[src/rtl/afc_pkg.sv]
package afc_pkg;

   typedef enum logic [3:0] {
      IDX_CTRL  = 4'd0,
      IDX_STAT  = 4'd1,
      IDX_RDAT  = 4'd2,
      IDX_WDAT  = 4'd3,
      IDX_FCTL  = 4'd4,
      IDX_FSTAT = 4'd5
   } reg_idx_e;

   typedef struct packed {
      logic [5:0] tx_div;
      logic [5:0] rx_div;
      logic       loop;
      logic       rx_en;
      logic       tx_en;
   } ctrl_t;

   localparam logic [2:0] RX_CODE_DEFAULT = 3'b010;
   localparam logic [1:0] TX_CODE_FIXED   = 2'b01;

   // code to frame count for the receive mark
   function automatic logic [5:0] rx_mark(input logic [2:0] code);
      case (code)
         3'd0:    rx_mark = 6'd1;
         3'd1:    rx_mark = 6'd4;
         3'd2:    rx_mark = 6'd8;
         3'd3:    rx_mark = 6'd16;
         3'd4:    rx_mark = 6'd30;
         default: rx_mark = 6'd8;
      endcase
   endfunction

   function automatic logic [2:0] rx_code_fix(input logic [2:0] code);
      rx_code_fix = (code <= 3'd4) ? code : RX_CODE_DEFAULT;
   endfunction

endpackage

[src/rtl/afc_fifo.sv]
module afc_fifo #(
   parameter int DW    = 32,
   parameter int DEPTH = 32,
   localparam int PW   = (DEPTH > 1) ? $clog2(DEPTH) : 1,
   localparam int CW   = $clog2(DEPTH + 1)
) (
   input  logic          clk,
   input  logic          rst_n,
   input  logic          flush,
   input  logic          push,
   input  logic [DW-1:0] wdata,
   input  logic          pop,
   output logic [DW-1:0] rdata,
   output logic [CW-1:0] count,
   output logic          full,
   output logic          empty
);

   logic [DW-1:0] mem [DEPTH];
   logic [PW-1:0] wr_ptr, rd_ptr, wr_nxt, rd_nxt;
   logic          do_push, do_pop;

   assign full    = (count == CW'(DEPTH));
   assign empty   = (count == '0);
   assign do_push = push && !full && !flush;
   assign do_pop  = pop && !empty && !flush;
   assign rdata   = empty ? '0 : mem[rd_ptr];

   generate
      if ((DEPTH & (DEPTH - 1)) == 0) begin : g_pow2
         assign wr_nxt = wr_ptr + 1'b1;
         assign rd_nxt = rd_ptr + 1'b1;
      end else begin : g_wrap
         assign wr_nxt = (wr_ptr == PW'(DEPTH - 1)) ? '0 : wr_ptr + 1'b1;
         assign rd_nxt = (rd_ptr == PW'(DEPTH - 1)) ? '0 : rd_ptr + 1'b1;
      end
   endgenerate

   always_ff @(posedge clk or negedge rst_n) begin
      if (!rst_n) begin
         wr_ptr <= '0;
         rd_ptr <= '0;
         count  <= '0;
      end else if (flush) begin
         wr_ptr <= '0;
         rd_ptr <= '0;
         count  <= '0;
      end else begin
         if (do_push) wr_ptr <= wr_nxt;
         if (do_pop)  rd_ptr <= rd_nxt;
         count <= count + CW'(do_push) - CW'(do_pop);
      end
   end

   always_ff @(posedge clk) begin
      if (do_push) mem[wr_ptr] <= wdata;
   end

   // level never exceeds the depth
   a_r3_count_bound: assert property (@(posedge clk) disable iff (!rst_n)
      count <= CW'(DEPTH));

   // a push into a full queue without a pop leaves the level alone
   a_r3_full_drop: assert property (@(posedge clk) disable iff (!rst_n)
      (push && full && !pop && !flush) |=> (count == CW'(DEPTH)));

   // flush empties the queue
   a_r8_flush_clears: assert property (@(posedge clk) disable iff (!rst_n)
      flush |=> empty);

endmodule

[src/rtl/afc_rx_event.sv]
module afc_rx_event (
   input  logic       clk,
   input  logic       rst_n,
   input  logic       arrive,
   input  logic       full,
   input  logic       flush,
   input  logic       pop_ok,
   input  logic [5:0] level,
   input  logic [5:0] mark,
   output logic       wm_pulse,
   output logic       ovf_pulse
);

   logic       push_ok;
   logic [5:0] level_nxt;

   assign push_ok   = arrive && !full && !flush;
   assign level_nxt = level + 6'(push_ok) - 6'(pop_ok);

   always_ff @(posedge clk or negedge rst_n) begin
      if (!rst_n) begin
         wm_pulse  <= 1'b0;
         ovf_pulse <= 1'b0;
      end else begin
         wm_pulse  <= push_ok && (level_nxt == mark);
         ovf_pulse <= arrive && full && !flush;
      end
   end

   // a watermark pulse always follows an accepted frame
   a_r11_wm_after_push: assert property (@(posedge clk) disable iff (!rst_n)
      wm_pulse |-> $past(arrive && !full));

   // an overflow pulse always follows a full queue
   a_r12_ovf_when_full: assert property (@(posedge clk) disable iff (!rst_n)
      ovf_pulse |-> $past(full));

endmodule

[src/rtl/audio_frame_ctrl.sv]
module audio_frame_ctrl
   import afc_pkg::*;
#(
   parameter int DW      = 32,
   parameter int DEPTH   = 32,
   parameter int TX_MARK = 4,
   localparam int CW     = $clog2(DEPTH + 1)
) (
   input  logic        clk,
   input  logic        rst_n,
   input  logic        reg_wr,
   input  logic        reg_rd,
   input  logic [5:0]  reg_addr,
   input  logic [31:0] reg_wdata,
   output logic [31:0] reg_rdata,
   output logic        tx_valid,
   input  logic        tx_ready,
   output logic [31:0] tx_data,
   input  logic        rx_valid,
   output logic        rx_ready,
   input  logic [31:0] rx_data,
   output logic        irq_tx_wm,
   output logic        irq_rx_wm,
   output logic        irq_tx_empty,
   output logic        irq_rx_overflow
);

   generate
      if (DEPTH < 30 || DEPTH > 63) begin : g_bad_depth
         $error("DEPTH must reach the top receive mark and fit a 6-bit level");
      end
      if (DW != 32) begin : g_bad_width
         $error("frames are 32 bits wide");
      end
      if (TX_MARK < 1 || TX_MARK > DEPTH) begin : g_bad_mark
         $error("TX_MARK out of range");
      end
   endgenerate

   ctrl_t       ctrl_q;
   logic [2:0]  rx_code_q;
   logic [3:0]  idx;
   logic        wr_ctrl, wr_data, wr_fctl, rd_data;
   logic        tx_flush, rx_flush;
   logic        tx_full, tx_empty, rx_full, rx_empty;
   logic [CW-1:0] tx_count, rx_count;
   logic [5:0]  tx_lvl, rx_lvl;
   logic [31:0] tx_head, rx_head, rx_in;
   logic        tx_take, lb_move, tx_pop, rx_arrive;
   logic        unused_bits;

   assign idx     = reg_addr[5:2];
   assign wr_ctrl = reg_wr && (idx == IDX_CTRL);
   assign wr_data = reg_wr && (idx == IDX_WDAT);
   assign wr_fctl = reg_wr && (idx == IDX_FCTL);
   assign rd_data = reg_rd && (idx == IDX_RDAT);
   assign rx_flush = wr_fctl && reg_wdata[0];
   assign tx_flush = wr_fctl && reg_wdata[1];
   assign unused_bits = ^reg_addr[1:0];

   always_ff @(posedge clk or negedge rst_n) begin
      if (!rst_n) begin
         ctrl_q    <= '0;
         rx_code_q <= RX_CODE_DEFAULT;
      end else begin
         if (wr_ctrl) begin
            ctrl_q.tx_en  <= reg_wdata[0];
            ctrl_q.rx_en  <= reg_wdata[1];
            ctrl_q.loop   <= reg_wdata[2];
            ctrl_q.rx_div <= reg_wdata[23:18];
            ctrl_q.tx_div <= reg_wdata[30:25];
         end
         if (rx_flush)     rx_code_q <= RX_CODE_DEFAULT;
         else if (wr_fctl) rx_code_q <= rx_code_fix(reg_wdata[4:2]);
      end
   end

   // line side and loopback steering
   assign tx_valid  = ctrl_q.tx_en && !ctrl_q.loop && !tx_empty;
   assign tx_data   = tx_head;
   assign tx_take   = tx_valid && tx_ready;
   assign lb_move   = ctrl_q.loop && ctrl_q.tx_en && ctrl_q.rx_en && !tx_empty && !tx_flush;
   assign tx_pop    = tx_take || lb_move;
   assign rx_ready  = ctrl_q.rx_en && !ctrl_q.loop;
   assign rx_arrive = lb_move || (rx_valid && rx_ready);
   assign rx_in     = ctrl_q.loop ? tx_head : rx_data;

   afc_fifo #(.DW(DW), .DEPTH(DEPTH)) u_tx_q (
      .clk(clk), .rst_n(rst_n), .flush(tx_flush),
      .push(wr_data), .wdata(reg_wdata),
      .pop(tx_pop), .rdata(tx_head),
      .count(tx_count), .full(tx_full), .empty(tx_empty)
   );

   afc_fifo #(.DW(DW), .DEPTH(DEPTH)) u_rx_q (
      .clk(clk), .rst_n(rst_n), .flush(rx_flush),
      .push(rx_arrive), .wdata(rx_in),
      .pop(rd_data), .rdata(rx_head),
      .count(rx_count), .full(rx_full), .empty(rx_empty)
   );

   assign tx_lvl = 6'(tx_count);
   assign rx_lvl = 6'(rx_count);

   afc_rx_event u_rx_evt (
      .clk(clk), .rst_n(rst_n),
      .arrive(rx_arrive), .full(rx_full), .flush(rx_flush),
      .pop_ok(rd_data && !rx_empty),
      .level(rx_lvl), .mark(rx_mark(rx_code_q)),
      .wm_pulse(irq_rx_wm), .ovf_pulse(irq_rx_overflow)
   );

   assign irq_tx_wm    = (tx_lvl < 6'(TX_MARK));
   assign irq_tx_empty = tx_empty;

   always_comb begin
      case (idx)
         IDX_CTRL:  reg_rdata = {1'b0, ctrl_q.tx_div, 1'b0, ctrl_q.rx_div, 15'd0,
                                 ctrl_q.loop, ctrl_q.rx_en, ctrl_q.tx_en};
         IDX_STAT:  reg_rdata = {28'd0, rx_empty, tx_empty, rx_full, tx_full};
         IDX_RDAT:  reg_rdata = rx_head;
         IDX_FCTL:  reg_rdata = {25'd0, TX_CODE_FIXED, rx_code_q, 2'b00};
         IDX_FSTAT: reg_rdata = {10'd0, rx_lvl, 10'd0, tx_lvl};
         default:   reg_rdata = 32'd0;
      endcase
   end

   // nothing is offered on the line while loopback is selected
   a_r13_no_line_in_loop: assert property (@(posedge clk) disable iff (!rst_n)
      ctrl_q.loop |-> (!tx_valid && !rx_ready));

   // an empty transmit queue offers nothing
   a_r10_empty_no_valid: assert property (@(posedge clk) disable iff (!rst_n)
      irq_tx_empty |-> !tx_valid);

   // a loopback move shifts one frame between the queues
   a_r14_loop_moves: assert property (@(posedge clk) disable iff (!rst_n)
      (lb_move && !rx_full && !rd_data && !rx_flush && !wr_data) |=>
         (tx_count == $past(tx_count) - 1'b1) && (rx_count == $past(rx_count) + 1'b1));

endmodule

[config.mk]
export PLATFORM = sky130hd
export DESIGN_NAME = audio_frame_ctrl
export DESIGN_NICKNAME = d
export VERILOG_FILES = /design/src/rtl/afc_pkg.sv /design/src/rtl/afc_fifo.sv /design/src/rtl/afc_rx_event.sv /design/src/rtl/audio_frame_ctrl.sv
export SDC_FILE = /design/constraint.sdc
export NUM_CORES = 2
export LEC_CHECK = 0
export BUFFER_PORTS_ARGS = -buffer_cell sky130_fd_sc_hd__buf_2
export CORE_MARGIN = 3
export CORE_UTILIZATION = 54
export CTS_CLUSTER_SIZE = 8
export DETAILED_ROUTE_END_ITERATION = 6
export PLACE_DENSITY = 0.7
export SETUP_SLACK_MARGIN = 0.02
export SYNTH_ARGS = -nofsm -noshare
export SYNTH_HDL_FRONTEND = slang
export SYNTH_SLANG_ARGS = --single-unit
[constraint.sdc]
create_clock -name clk -period 10.4 [get_ports clk]
set_clock_uncertainty 0.15 [all_clocks]
set_input_delay 1.04 -clock clk [delete_from_list [all_inputs] [get_ports clk]]
set_output_delay 1.04 -clock clk [all_outputs]
set_load 0.03 [all_outputs]
# After elaboration in Yosys (flattened, before gate mapping)
# Memory sizes are Yosys's and may differ from the RTL's.
# Cells that the tools add are included.
[word_totals] reg_bits=52 ram_bits=2048 in_bits=76 wordCells=104 n_memories=2
[mem_list] memory="u_rx_q.mem" depth=32 width=32 read_ports=1 rd_ports_with_merged_regs=0 wr=1 line_no="afc_fifo.sv:19" rtl="logic [DW-1:0] mem [DEPTH];"
[mem_list] memory="u_tx_q.mem" depth=32 width=32 read_ports=1 rd_ports_with_merged_regs=0 wr=1 line_no="afc_fifo.sv:19"
[op_classes] addsub=9 n_lt_le_gt_ge=2 n_eq_ne=11 mux=22 n_reduce_logical=44
[op_table] cell="$pmux W32 S5" n=1
[op_table] cell="$mux W32" n=3
[op_table] cell="$mux W5" n=8
[op_table] cell="$logic_and A1 B1 Y1" n=26
[op_table] cell="$add A5 B1 Y5 const B" n=4
[op_table] cell="$pmux W5 S4" n=1
[op_table] cell="$sub A6 B1 Y6" n=3
[op_table] cell="$add A6 B1 Y6" n=2
[op_table] cell="$eq A6 B6 Y1 const B" n=2
[op_table] cell="$logic_not A6 Y1" n=2
[op_table] cell="$mux W6" n=2
[op_table] cell="$reduce_bool A2 Y1" n=5
[op_table] cell="$mux W3" n=3
[op_table] cell="$eq A4 B2 Y1 const B" n=2
[op_table] cell="$eq A4 B3 Y1 const B" n=2
[op_table] cell="$logic_not A1 Y1" n=7
[op_table] cell="$eq A6 B5 Y1" n=1
[op_table] cell="$lt A6 B3 Y1 const B" n=1
[op_table] cell="$eq A4 B1 Y1 const B" n=1
[op_table] cell="$logic_not A4 Y1" n=1
[op_table] cell="$mux W1" n=4
[op_table] cell="$eq A3 B1 Y1 const B" n=1
[op_table] cell="$eq A3 B2 Y1 const B" n=1
[op_table] cell="$eq A3 B3 Y1 const B" n=1
[op_table] cell="other kinds (3)" n=4

# Depth between registers and ports, before layout
[depth] word_depth=12 depth_mapped=17 mapped_depth_nobuf=16

# Modules after synthesis
# A second synthesis with hierarchy kept.
[hier_totals] cells_unflattened=3805 hier_area_um2=82371.5
[by_module_without_submodules] mod="afc_fifo" instances=2 cells_per_inst=1794 area_each_um2=40099.7 seq_area_each_um2=31149.9
[by_module_without_submodules] mod="audio_frame_ctrl" instances=1 cells_per_inst=177 area_each_um2=1811.7 seq_area_each_um2=451.7
[by_module_without_submodules] mod="afc_rx_event" instances=1 cells_per_inst=40 area_each_um2=360.3 seq_area_each_um2=50.0

# Worst setup path before layout
# No wires, ideal clock.
[synth_timing] path_kind="input to register" from="input reg_addr[2]" to="memory u_rx_q.mem[12][0] (enable)" setup_time_ns=0.421 arrival_time_ns=3.529 setup_slack_ns=6.300 cell_stages=7 path_buffers=2 cell_sequence="buf_2 -> nor2b_1 -> a31oi_1 -> a22o_1 -> buf_2 -> nand3_1 -> nor2_1"
[synth_via] elab_chain_cells=10
[synth_lines] item="from (decl)" line_no="audio_frame_ctrl.sv:13" rtl="input logic [5:0] reg_addr,"
[synth_lines] item="$eq A4 B3 Y1 (*)" line_no="audio_frame_ctrl.sv:55" rtl="assign wr_fctl = reg_wr && (idx == IDX_FCTL);"
[synth_lines] item="$logic_and A1 B1 Y1 (*)" line_no="audio_frame_ctrl.sv:55"
[synth_lines] item="$logic_and A1 B1 Y1" line_no="audio_frame_ctrl.sv:58" rtl="assign tx_flush = wr_fctl && reg_wdata[1];"
[synth_lines] item="$logic_not A1 Y1" line_no="audio_frame_ctrl.sv:82" rtl="assign lb_move = ctrl_q.loop && ctrl_q.tx_en && ctrl_q.rx_en && !tx_empty && !tx_flush;"
[synth_lines] item="$logic_and A1 B1 Y1" line_no="audio_frame_ctrl.sv:82"
[synth_lines] item="$logic_or A1 B1 Y1" line_no="audio_frame_ctrl.sv:85" rtl="assign rx_arrive = lb_move || (rx_valid && rx_ready);"
[synth_lines] item="$logic_and A1 B1 Y1" line_no="afc_fifo.sv:25" rtl="assign do_push = push && !full && !flush;"
[synth_lines] item="$logic_and A1 B1 Y1 (*)" line_no="afc_fifo.sv:25"
[synth_lines] item="$mux W1 (*)" line_no="afc_fifo.sv:56" rtl="if (do_push) mem[wr_ptr] <= wdata;"
[synth_lines] item="$mux W1 (implied by the code) (*)" line_no="afc_fifo.sv:56"
[synth_lines] item="to (decl)" line_no="afc_fifo.sv:19"
# Mark *: on every way between the ends. The rest lies on a longest branch, timed or not.

# Worst setup path after layout
[layout_timing] from="register u_tx_q.rd_ptr[1]" to="output tx_data[17]"
[layout_via] elab_chain_cells=2
[layout_lines] item="from (decl)" line_no="afc_fifo.sv:20" rtl="logic [PW-1:0] wr_ptr, rd_ptr, wr_nxt, rd_nxt;"
[layout_lines] item="from (signal assigned)" line_no="afc_fifo.sv:50" rtl="if (do_pop) rd_ptr <= rd_nxt;"
[layout_lines] item="$mem_v2 Z32 W32"
[layout_lines] item="$mux W32" line_no="afc_fifo.sv:27" rtl="assign rdata = empty ? '0 : mem[rd_ptr];"
[layout_lines] item="to (decl)" line_no="audio_frame_ctrl.sv:18" rtl="output logic [31:0] tx_data,"
# No other way between the ends.

==> impl_metrics.env <==
export IMPL_run_status="finished, final reports clean"
export IMPL_final_max_slew_viol_count=0
export IMPL_grt_busiest_layer="met2"
export IMPL_clkSlewWorstSetupHoldPaths_ps=60
export IMPL_die_area_um2=157400
export IMPL_irDropWorstVdd_mv=0.2405
export IMPL_cp_arrival_ps=5360
export IMPL_grt_overflow=0
export IMPL_cts_root_buf="clkbuf_16"
export IMPL_drtIter0Drc=5556
export IMPL_grt_pass1_wl_um=312800
export IMPL_synth_edff_count=2048
export IMPL_netlist_instances=4125
export IMPL_powerDensity_nw_per_um2=261.2
export IMPL_ys_seq_elements=2100
export IMPL_use_met2_pct=44.31
export IMPL_core_area_um2=150700
export IMPL_setup_violations=0
export IMPL_gr_usage_met3_pct=7.262
export IMPL_r2r_start="u_tx_q.rd_ptr[1]"
export IMPL_worstPathMaxFanout=60
export IMPL_cp_start_kind="flop"
export IMPL_io_buffers=143
export IMPL_track_usage_pct=28.10
export IMPL_dr_pass1_iters=5
export IMPL_clkLatencyLatePin_ps=880
export IMPL_grt_max_degree=146
export IMPL_ios=146
export IMPL_htreeDepth=5
export IMPL_syn_nets=4228
export IMPL_ant_nets=0
export IMPL_crit_path_cell_trace="buf_4 > buf_4 > mux4_2 > a211oi_1 > a22o_1 > nor2_1 > buf_2"
export IMPL_fp_dieW_um=396.7
export IMPL_grt_pass1_vias=43100
export IMPL_max_stage_delay_ps=970
export IMPL_yosys_top_cells_area="edfxtp_1 (75%), mux4_2 (8.2%), mux2i_1 (5.6%), dfrtp_1 (1.5%), a221oi_1 (0.88%)"
export IMPL_ys_top_cells_by_count="edfxtp_1 (2048), mux2i_1 (463), mux4_2 (300), nor2_1 (134), clkbuf_1 (100)"
export IMPL_grtUsageMet1_pct=38.17
export IMPL_routed_via_density=6.651
export IMPL_cp_depth=7
export IMPL_period_share_pct=62.94
export IMPL_relSlewSlack_pct=6.503
export IMPL_rsz0062_at_grt="no"
export IMPL_clock_sinks=2100
export IMPL_min_period_ps=6546
export IMPL_dp_hpwl_um=121000
export IMPL_drv_cap=0
export IMPL_hold_class="input pin to async pin"
export IMPL_hold_viol=0
export IMPL_antenna_found_initial=25
export IMPL_r2r_cells=7
export IMPL_synth_top_area_share_pct=74.61
export IMPL_tightest_slew_ps=1402
export IMPL_end_kind="output port"
export IMPL_cts_tree="built"
export IMPL_synth_flop_cell="edfxtp_1"
export IMPL_rows=142
export IMPL_synth_avg_cell_area_um2=19.98
export IMPL_async_flop_share_pct=2.476
export IMPL_cp_top_family="buffers and inverters"
export IMPL_yosysMostFrequentCell="edfxtp_1"
export IMPL_crit_top_cell="buf_4"
export IMPL_yosysWarnings=0
export IMPL_cts_setup_buffers=0
export IMPL_post_drt_wl_per_cell_um=33.88
export IMPL_wirelength_um=221200
export IMPL_drc=0
export IMPL_critPathLaunch="u_tx_q.rd_ptr[1]"
export IMPL_cts_inserted_buffers=312
export IMPL_path_buf_inv=3
export IMPL_leakage_nw=30.35
export IMPL_cp_slowest_cell="dfrtp_4"
export IMPL_synth_cell_types=82
export IMPL_syn_cell_area_um2=82430
export IMPL_start_util_pct=54.71
export IMPL_synth_top_area_cell="edfxtp_1"
export IMPL_drive_above_1_share_pct=23.44
export IMPL_area_growth_pct=14.40
export IMPL_worstSetupPathType="flop to output port"
export IMPL_ys_seq_area_share_pct=76.19
export IMPL_vias=43430
export IMPL_crit_required_ps=9210
export IMPL_hold_buffers=0
export IMPL_holdWs_ps=191.2
export IMPL_globalplace_congestion=0.8193
export IMPL_cts_resized=0
export IMPL_nNetsFinal=4561
export IMPL_fmax_ghz=0.1528
export IMPL_fin_setup_tns_ps=0
export IMPL_die_h_um=396.7
export IMPL_clk_path_buf_depth=4
-- where the power goes --
group	leakage, nW	total (mW)	switching [mW]	internal [mW]
combinational	7.27	5.84	3.60	2.25
clock	3.99	8.62	3.26	5.37
sequential	19.1	10.2	0.304	9.86
total	30.3	24.6	7.16	17.5
-- layout by cell type (no fill, tap or decap), types with 7 or more instances in the layout --
cell type | netlist | layout
a211oi_1 | 35 | 35
a21oi_1 | 55 | 55
a221o_1 | 9 | 9
a221oi_1 | 83 | 83
a22o_1 | 49 | 49
a22oi_1 | 76 | 76
and3_1 | 17 | 17
buf_2 | 85 | 143
buf_4 | 35 | 119
clkbuf_1 | 100 | 37
clkbuf_16 | 0 | 317
dfrtp_1 | 51 | 42
dfrtp_4 | 0 | 7
diode_2 | 0 | 9
edfxtp_1 | 2048 | 2048
ha_1 | 26 | 26
inv_1 | 57 | 57
mux2_2 | 33 | 33
mux2i_1 | 463 | 463
mux4_1 | 15 | 15
mux4_2 | 300 | 300
nand2_1 | 57 | 57
nand3_1 | 29 | 28
nand3b_1 | 7 | 7
nor2_1 | 134 | 68
nor2_4 | 0 | 65
nor2b_1 | 22 | 16
o21ai_0 | 79 | 79
o221ai_1 | 33 | 33
o22ai_1 | 70 | 41
o22ai_2 | 0 | 29
o31ai_1 | 7 | 7
xnor2_1 | 8 | 8
xor2_1 | 14 | 14
-- registers in the layout, indices dropped and copies added, names as in the netlist --
signal / cells
u_tx_q.wr_ptr: 5
rx_code_q: 3
u_rx_evt.ovf_pulse: 1
ctrl_q: 15
u_rx_q.count: 6
u_tx_q.rd_ptr: 5
u_rx_q.wr_ptr: 5
u_rx_q.mem: 1024
u_rx_q.rd_ptr: 5
u_rx_evt.wm_pulse: 1
u_tx_q.mem: 1024
u_tx_q.count: 6
-- metal layers --
| layer | wire length [um] | vias up |
|---|---|---|
| li1 | - | 17680 |
| met1 | 83290 | 22600 |
| met2 | 105400 | 2653 |
| met3 | 24060 | 499 |
| met4 | 8493 | 6 |
| met5 | 49 | - |
-- stage by stage --
stage / worst slack [ps] / std cells / cell area (um^2) / util, % / total power, mW
after floorplan: 6300 / 4125 / 82430 / - / 14.24
after global placement: 4816 / 6160 / 86130 / 57.17 / 16.02
after detailed placement: 4795 / 6160 / 86130 / 57.17 / 16.11
after CTS: 3870 / 6521 / 94280 / 62.58 / 24.69
after global routing: 3794 / 6523 / 94290 / 62.58 / 25.45
final: 3855 / 6530 / 94300 / 62.59 / 24.63
-- layout make-up --
type | instances | area (um^2)
fill | 10170 | 56360
antenna | 9 | 22.52
clock inverter | 6 | 67.56
sequential | 2100 | 62830
multi-input combinational | 1722 | 18910
timing repair buffer | 264 | 1649
inverter | 58 | 217.7
clock buffer | 355 | 8085
tap | 2016 | 2522
-- path summary, 6_finish.rpt --
path                                endpoint  slack, ps
max                              tx_data[17]       3850
min                          u_tx_q.count[4]        190
max reg2reg                u_rx_q.mem[8][12]       4930
min reg2reg                        ctrl_q[6]        380
max in group asynchronous   u_tx_q.rd_ptr[2]       9320
min in group clk                   ctrl_q[6]        380
-- logic make-up (layout without fill, tap and decap cells) --
kind of cell               count (synthesis)  count (layout)  synth area share (%)
and+or+nand+nor                          325             325                 1.919
buffers and inverters                    303             683                 1.776
muxes                                    811             811                 14.75
xor gates and xnor gates                  23              23                0.2535
adders and majority gates                 27              27                0.4189
other                                      0               9                     0
DFF                                     2100            2100                 76.19
AOI/OAI and AO/OA                        536             536                 4.699
-- worst register-to-register path, stage by stage (launching register included) --
cell and delay [ps]:
dfrtp_4 970, buf_4 880, buf_4 800, mux2i_1 220
a221oi_1 340, o21ai_0 160, a22o_1 520, o22ai_2 1040
Power figures use the tool's default switching activity.
